===== src/rtl/nandp_pkg.sv =====
package nandp_pkg;

   // register index taken from bus_addr[4:2]
   typedef enum logic [2:0] {
      REG_CFG = 3'd0,
      REG_CMD = 3'd1,
      REG_ADR = 3'd2,
      REG_DAT = 3'd3,
      REG_STS = 3'd4,
      REG_ECC = 3'd5
   } reg_idx_e;

   // kind of NAND bus cycle being run
   typedef enum logic [1:0] {
      KIND_CMD    = 2'd0,
      KIND_ADR    = 2'd1,
      KIND_DAT_WR = 2'd2,
      KIND_DAT_RD = 2'd3
   } cyc_kind_e;

   typedef enum logic [1:0] {
      CYC_IDLE   = 2'd0,
      CYC_SETUP  = 2'd1,
      CYC_STROBE = 2'd2,
      CYC_HOLD   = 2'd3
   } cyc_state_e;

   localparam int NUM_STORED = 4;   // cfg, cmd, adr, dat hold state

endpackage


===== src/rtl/nandp_sync.sv =====
module nandp_sync #(
   parameter int   STAGES  = 2,
   parameter logic RST_VAL = 1'b0
) (
   input  logic clk,
   input  logic rst_n,
   input  logic d,
   output logic q
);

   logic [STAGES-1:0] chain_q;

   generate
      for (genvar s = 0; s < STAGES; s++) begin : g_stage
         if (s == 0) begin : g_first
            always_ff @(posedge clk or negedge rst_n) begin
               if (!rst_n) chain_q[0] <= RST_VAL;
               else        chain_q[0] <= d;
            end
         end else begin : g_next
            always_ff @(posedge clk or negedge rst_n) begin
               if (!rst_n) chain_q[s] <= RST_VAL;
               else        chain_q[s] <= chain_q[s-1];
            end
         end
      end
   endgenerate

   assign q = chain_q[STAGES-1];

endmodule


===== src/rtl/nandp_cycle.sv =====
module nandp_cycle
   import nandp_pkg::*;
#(
   parameter int IO_W = 8,
   parameter int TW_W = 3
) (
   input  logic            clk,
   input  logic            rst_n,
   input  logic            start,
   input  cyc_kind_e       kind,
   input  logic [IO_W-1:0] wbyte,
   input  logic [TW_W-1:0] width,
   input  logic [IO_W-1:0] io_in,
   output logic            idle,
   output logic            done,
   output logic            rd_done,
   output logic [IO_W-1:0] rbyte,
   output logic            we_n,
   output logic            re_n,
   output logic            cle,
   output logic            ale,
   output logic            oe,
   output logic [IO_W-1:0] io_out
);

   cyc_state_e      state_q;
   cyc_kind_e       kind_q;
   logic [TW_W-1:0] cnt_q;
   logic [IO_W-1:0] byte_q;
   logic [IO_W-1:0] rbyte_q;
   logic            we_n_q, re_n_q, cle_q, ale_q, oe_q;
   logic            is_rd_q;

   assign is_rd_q = (kind_q == KIND_DAT_RD);

   always_ff @(posedge clk or negedge rst_n) begin
      if (!rst_n) begin
         state_q <= CYC_IDLE;
         kind_q  <= KIND_CMD;
         cnt_q   <= '0;
         byte_q  <= '0;
         rbyte_q <= '0;
         we_n_q  <= 1'b1;
         re_n_q  <= 1'b1;
         cle_q   <= 1'b0;
         ale_q   <= 1'b0;
         oe_q    <= 1'b0;
      end else begin
         unique case (state_q)
            CYC_IDLE: begin
               if (start) begin
                  state_q <= CYC_SETUP;
                  kind_q  <= kind;
                  byte_q  <= wbyte;
                  cnt_q   <= width;
                  cle_q   <= (kind == KIND_CMD);
                  ale_q   <= (kind == KIND_ADR);
                  oe_q    <= (kind != KIND_DAT_RD);
               end
            end
            CYC_SETUP: begin
               state_q <= CYC_STROBE;
               if (is_rd_q) re_n_q <= 1'b0;
               else         we_n_q <= 1'b0;
            end
            CYC_STROBE: begin
               if (cnt_q == '0) begin
                  state_q <= CYC_HOLD;
                  we_n_q  <= 1'b1;
                  re_n_q  <= 1'b1;
                  if (is_rd_q) rbyte_q <= io_in;
               end else begin
                  cnt_q <= cnt_q - 1'b1;
               end
            end
            CYC_HOLD: begin
               state_q <= CYC_IDLE;
               cle_q   <= 1'b0;
               ale_q   <= 1'b0;
               oe_q    <= 1'b0;
            end
            default: state_q <= CYC_IDLE;
         endcase
      end
   end

   assign idle    = (state_q == CYC_IDLE);
   assign done    = (state_q == CYC_HOLD);
   assign rd_done = done && is_rd_q;
   assign rbyte   = rbyte_q;
   assign we_n    = we_n_q;
   assign re_n    = re_n_q;
   assign cle     = cle_q;
   assign ale     = ale_q;
   assign oe      = oe_q;
   assign io_out  = byte_q;

endmodule


===== src/rtl/nandp_regs.sv =====
module nandp_regs
   import nandp_pkg::*;
#(
   parameter int DATA_W = 32,
   parameter int IO_W   = 8
) (
   input  logic              clk,
   input  logic              rst_n,
   input  logic              we,
   input  reg_idx_e          idx,
   input  logic [DATA_W-1:0] wdata,
   input  logic              ld_en,
   input  logic [IO_W-1:0]   ld_byte,
   input  logic              sts_rb,
   output logic [DATA_W-1:0] cfg,
   output logic [DATA_W-1:0] rdata
);

   localparam int PAD_W = DATA_W - IO_W;

   logic [NUM_STORED-1:0][DATA_W-1:0] rf_q;
   logic [DATA_W-1:0]                 ld_word;

   assign ld_word = {{PAD_W{1'b0}}, ld_byte};

   generate
      for (genvar i = 0; i < NUM_STORED; i++) begin : g_reg
         if (i == int'(REG_DAT)) begin : g_dat
            always_ff @(posedge clk or negedge rst_n) begin
               if (!rst_n)                             rf_q[i] <= '0;
               else if (ld_en)                         rf_q[i] <= ld_word;
               else if (we && idx == reg_idx_e'(i))    rf_q[i] <= wdata;
            end
         end else begin : g_plain
            always_ff @(posedge clk or negedge rst_n) begin
               if (!rst_n)                             rf_q[i] <= '0;
               else if (we && idx == reg_idx_e'(i))    rf_q[i] <= wdata;
            end
         end
      end
   endgenerate

   assign cfg = rf_q[int'(REG_CFG)];

   always_comb begin
      unique case (idx)
         REG_CFG: rdata = rf_q[int'(REG_CFG)];
         REG_CMD: rdata = rf_q[int'(REG_CMD)];
         REG_ADR: rdata = rf_q[int'(REG_ADR)];
         REG_DAT: rdata = ld_en ? ld_word : rf_q[int'(REG_DAT)];
         REG_STS: rdata = {{(DATA_W-1){1'b0}}, sts_rb};
         default: rdata = '0;
      endcase
   end

endmodule


===== src/rtl/nand_port_ctrl.sv =====
module nand_port_ctrl
   import nandp_pkg::*;
#(
   parameter int DATA_W      = 32,
   parameter int ADDR_W      = 6,
   parameter int IO_W        = 8,
   parameter int TW_W        = 3,
   parameter int SYNC_STAGES = 2,
   parameter int EN_BIT      = 15,
   parameter int CE_BIT      = 11
) (
   input  logic              clk,
   input  logic              rst_n,
   input  logic              bus_sel,
   input  logic              bus_wr,
   input  logic [ADDR_W-1:0] bus_addr,
   input  logic [DATA_W-1:0] bus_wdata,
   output logic [DATA_W-1:0] bus_rdata,
   output logic              bus_rdy,
   output logic              nand_cle,
   output logic              nand_ale,
   output logic              nand_ce_n,
   output logic              nand_we_n,
   output logic              nand_re_n,
   output logic              nand_wp_n,
   output logic [IO_W-1:0]   nand_dq_out,
   output logic              nand_dq_oe,
   input  logic [IO_W-1:0]   nand_dq_in,
   input  logic              nand_rb
);

   // elaboration-time parameter checks
   generate
      if (ADDR_W < 5) begin : g_bad_addr
         $error("ADDR_W must cover bits [4:2]");
      end
      if (IO_W < 1 || IO_W >= DATA_W) begin : g_bad_io
         $error("IO_W must be between 1 and DATA_W-1");
      end
      if (TW_W < 1 || TW_W > 8) begin : g_bad_tw
         $error("TW_W must be between 1 and 8");
      end
      if (SYNC_STAGES < 2) begin : g_bad_sync
         $error("SYNC_STAGES must be at least 2");
      end
      if (EN_BIT >= DATA_W || CE_BIT >= DATA_W || EN_BIT == CE_BIT) begin : g_bad_bits
         $error("EN_BIT and CE_BIT must be distinct bits of DATA_W");
      end
      if (TW_W > CE_BIT || TW_W > EN_BIT) begin : g_bad_overlap
         $error("strobe width field overlaps a control bit");
      end
   endgenerate

   reg_idx_e          idx;
   logic [DATA_W-1:0] cfg;
   logic              port_en;
   logic              nand_reg;
   logic              nand_wr;
   logic              nand_rd;
   logic              nand_req;
   logic              reg_we;
   logic              cyc_start;
   cyc_kind_e         cyc_kind;
   logic              cyc_idle, cyc_done, cyc_rd_done;
   logic [IO_W-1:0]   cyc_rbyte;
   logic              rb_sync;
   logic              addr_unused;

   assign idx         = reg_idx_e'(bus_addr[4:2]);
   assign addr_unused = ^{bus_addr[ADDR_W-1:5], bus_addr[1:0]};
   assign port_en     = cfg[EN_BIT];

   assign nand_reg = (idx == REG_CMD) || (idx == REG_ADR) || (idx == REG_DAT);
   assign nand_wr  = bus_wr && port_en && nand_reg;
   assign nand_rd  = !bus_wr && (idx == REG_DAT);
   assign nand_req = bus_sel && (nand_wr || nand_rd);

   assign cyc_start = nand_req && cyc_idle;
   assign reg_we    = bus_sel && bus_wr && cyc_idle &&
                      ((idx == REG_CFG) || nand_wr);

   always_comb begin
      unique case (idx)
         REG_CMD: cyc_kind = KIND_CMD;
         REG_ADR: cyc_kind = KIND_ADR;
         default: cyc_kind = bus_wr ? KIND_DAT_WR : KIND_DAT_RD;
      endcase
   end

   nandp_sync #(
      .STAGES  (SYNC_STAGES),
      .RST_VAL (1'b0)
   ) u_rb_sync (
      .clk   (clk),
      .rst_n (rst_n),
      .d     (nand_rb),
      .q     (rb_sync)
   );

   nandp_cycle #(
      .IO_W (IO_W),
      .TW_W (TW_W)
   ) u_cycle (
      .clk     (clk),
      .rst_n   (rst_n),
      .start   (cyc_start),
      .kind    (cyc_kind),
      .wbyte   (bus_wdata[IO_W-1:0]),
      .width   (cfg[TW_W-1:0]),
      .io_in   (nand_dq_in),
      .idle    (cyc_idle),
      .done    (cyc_done),
      .rd_done (cyc_rd_done),
      .rbyte   (cyc_rbyte),
      .we_n    (nand_we_n),
      .re_n    (nand_re_n),
      .cle     (nand_cle),
      .ale     (nand_ale),
      .oe      (nand_dq_oe),
      .io_out  (nand_dq_out)
   );

   nandp_regs #(
      .DATA_W (DATA_W),
      .IO_W   (IO_W)
   ) u_regs (
      .clk     (clk),
      .rst_n   (rst_n),
      .we      (reg_we),
      .idx     (idx),
      .wdata   (bus_wdata),
      .ld_en   (cyc_rd_done),
      .ld_byte (cyc_rbyte),
      .sts_rb  (rb_sync),
      .cfg     (cfg),
      .rdata   (bus_rdata)
   );

   assign bus_rdy   = cyc_done || (cyc_idle && !nand_req);
   assign nand_ce_n = cfg[CE_BIT] || !port_en;
   assign nand_wp_n = port_en;

endmodule


===== config.mk =====
export PLATFORM = sky130hd
export DESIGN_NAME = nand_port_ctrl
export DESIGN_NICKNAME = d
export VERILOG_FILES = /design/src/rtl/nandp_pkg.sv /design/src/rtl/nandp_sync.sv /design/src/rtl/nandp_cycle.sv /design/src/rtl/nandp_regs.sv /design/src/rtl/nand_port_ctrl.sv
export SDC_FILE = /design/constraint.sdc
export NUM_CORES = 1
export LEC_CHECK = 0
export CAP_MARGIN = 5
export CORE_MARGIN = 2
export CORE_UTILIZATION = 50
export DETAILED_ROUTE_END_ITERATION = 10
export HOLD_SLACK_MARGIN = 0.1
export PLACE_DENSITY = 0.78
export SYNTH_ARGS = -nofsm -noshare
export SYNTH_HDL_FRONTEND = slang
export SYNTH_SLANG_ARGS = --single-unit

===== constraint.sdc =====
create_clock -name clk -period 2.06 [get_ports clk]
set_input_delay 0.206 -clock clk [delete_from_list [all_inputs] [get_ports clk]]
set_output_delay 0.206 -clock clk [all_outputs]
set_load 0.01 [all_outputs]

==> impl_metrics.tcl <==
set metrics [dict create \
    drtAntennaViolNets 0 \
    p_sw_mw 3.138 \
    die_w_microns 127.8 \
    grt-ovfl-total 0 \
    worstPathMaxFanout 4 \
    multi_input_area_sq_um 3593 \
    cp.required_ns 1.85 \
    fin_area_sq_um 9869 \
    fin_nets 801 \
    seqCellArea_sq_um 3956 \
    status "finished with violations" \
    synth_seq_cells 158 \
    slew_headroom_pct 64.88 \
    syn-num-nets 668 \
    critPathKind "reg -> out" \
    grt_pass1_wl_microns 30440 \
    syn-cell-area_sq_um 7665 \
    initial_core_util_pct 50.80 \
    cts.sinks 158 \
    fill_cells 1078 \
    cp-end-kind "output pin" \
    fp.dieH_microns 127.8 \
    drc 0 \
    vias_per_cell 5.819 \
    place_hpwl_microns 12090 \
    vias 5493 \
    r2r_slack_ns 0.11 \
    io_pins 99 \
    finalNonFillerCells 944 \
    grt.total_usage_pct 24.15 \
    grt_pass1_vias 5721 \
    wire_per_inst_microns 20.06 \
    p_leak_nw 5.116 \
    clk_latency_ns 0.43 \
    setup_violations 27 \
    cp-start-kind "flip-flop" \
    cap_violations 0 \
    yosysWarnings 0 \
    place_inst 902 \
    utilization_pct 65.41 \
    synth_edf_count 0 \
    hold-worst-slack_ns 0.2227 \
    cts_max_level 4 \
    slew_viol_final 0 \
    cts_tree "yes" \
    gp_congestion 0.8299 \
    crit_chain "ha_4, and3_4, nand2_4, a311o_1, a21oi_2, buf_2" \
    violations "setup timing" \
    clock_path_buffers 2 \
    hold_viol_final 0 \
    grt_max_degree 56 \
    synthCells 610 \
    combPwrFrac_pct 27.7 \
    max-vdd-ir-drop_mv 0.6419 \
    critPathArrivalTime_ns 1.97 \
    p_total_mw 10.72 \
    async_flop_share_pct 100.0 \
    rows 45 \
    hp-class "in -> reg" \
    ys_dominant_reg_cell "dfrtp_1" \
    cpPeakStageDelay_ns 0.39 \
    cts-root-buf "clkbuf_16" \
    intPower_mw 7.579 \
    synth_cell_types 52 \
    numPortBuffers 95 \
    placed_area_sq_um 9136 \
    swShare_pct 29.28 \
    slowest_stage "dfrtp_1" \
    finalCriticalPeriod_ns 2.173 \
    final_common_cell "dfrtp_1" \
    worst_clock_skew_ns 0.008365 \
    fmax_mhz 460.3 \
    firstDrtPassIters 4 \
    clk_pin_slew_ns 0.06 \
    power.density_nw_per_um2 1086 \
    seq_area_frac_synth_pct 51.62 \
    rsz0062_at_grt "yes" \
    die_area_sq_um 16340 \
    antenna_found_initial 0 \
    routed_wl_microns 18940 \
    fin_crit_sh_pct 105.5 \
    area_delta_synth_final_pct 28.76 \
    core-area_sq_um 15090 \
    power_frac_seq_pct 40.5 \
    antenna_cells 0 \
    synth.avg_cell_area_sq_um 12.57 \
    clkPwrFrac_pct 31.7 \
    drive_above_1_share_pct 35.85 \
    worst_slew_pin_slew_ns 0.5269 \
    worst_slack_ns -0.1127 \
    drt_iter0_drc 426 \
    layout_common_cells "156 x dfrtp_1, 76 x mux2_2, 66 x mux2i_1" \
    cts_buffers 17 \
]
## kinds of logic after synthesis
| kind of cell | Yosys count | synth area share (%) |
|---|---|---|
| buffers and inverters | 47 | 3.705 |
| muxes | 181 | 26.98 |
| and+or+nand+nor | 110 | 6.807 |
| adders and majority gates | 7 | 1.143 |
| AOI/OAI and AO/OA | 106 | 9.631 |
| DFF | 158 | 51.62 |
| xor gates and xnor gates | 1 | 0.1143 |
## synth_stat cells, drive strengths merged, types with 2 or more instances
cell type,n,share of area (%)
buf,31,2.9
a211oi,3,0.36
and3,3,0.24
mux2,115,18
a21oi,15,0.98
inv,6,0.29
o22ai,8,0.65
nor2,41,2.1
nand2,41,2.1
o22a,2,0.23
ha,7,1.1
nand3b,2,0.20
dfrtp,156,51
o211ai,2,0.44
a21boi,7,0.69
nand3,6,0.39
nand2b,5,0.41
and2b,2,0.26
o21ai,33,2.2
a22o,27,3.1
dfstp,2,0.69
a31oi,2,0.16
nand4,3,0.44
clkbuf,9,0.44
mux2i,66,8.6
## flip-flops by register name (all words and copies together) (netlist names), 2 cells and up
name	cells
u_cycle.kind_q	2
u_cycle.cnt_q	3
u_cycle.io_out	8
u_cycle.state_q	2
u_regs.cfg	32
u_regs.rf_q	96
u_cycle.rbyte	8
## cell type report
cell class	count	area share, %
Timing Repair Buffer	154	14.38
Sequential cell	158	40.09
Multi-Input combinational cell	405	36.41
Clock buffer	21	4.665
Clock inverter	11	1.813
Tap cell	188	2.383
Inverter	7	0.2662
## final timing paths
kind,from,endpoint,cells after the start
max in group asynchronous,rst_n,u_cycle.re_n,3
hold reg to reg,u_rb_sync.chain_q[0],u_rb_sync.q,0
min in group asynchronous,rst_n,u_regs.rf_q[125],2
setup / recovery,u_cycle.state_q[0],bus_rdata[0],6
setup reg to reg,u_cycle.state_q[0],u_regs.rf_q[47],7
hold / removal,nand_rb,u_rb_sync.chain_q[0],1
## power by group through the flow
stage / clock network, mW / registers [mW] / logic (mW)
2_1_floorplan: 0 / 4.26 / 1.66
6_report: 3.40 / 4.35 / 2.97
3_5_place_dp: 0 / 4.33 / 2.85
4_1_cts: 3.44 / 4.29 / 2.91
5_1_grt: 3.56 / 4.43 / 3.24
3_3_place_gp: 0 / 4.27 / 2.71
## critical path, delay by kind of cell (launching register included)
family,cells,cell delay (ns)
compound gates,2,0.55
fa+ha+maj,1,0.16
flops,1,0.39
simple gates,2,0.29
buf+inv,1,0.16
## stage by stage
| stage | setup WS [ns] | TNS, ns |
|---|---|---|
| after floorplan | 0.3258 | 0 |
| after global placement | -0.1949 | -5.424 |
| after detailed placement | -0.2373 | -6.553 |
| after CTS | -0.1697 | -3.543 |
| after global routing | -0.1585 | -3.162 |
| final | -0.1127 | -1.137 |
## repair_timing
action | in CTS | in global routing
endpoints found under the setup margin | 37 | 33
gates cloned | 3 | 0
pin swaps | 16 | 25
hold buffers | 1 | 0
buffers inserted | 4 | 6
hold endpoints to repair | 52 | 0
resized for setup | 155 | 30
## per-layer routing
metal  vias to the layer above  wire [microns]  global-route usage, %
li1                       2467               -                      -
met2                       165            9476                  39.13
met3                        26             760                  4.967
met1                      2835            8327                  32.10
met5                         -               0                      0
met4                         0             374                  9.567
Power figures use the tool's default switching activity.
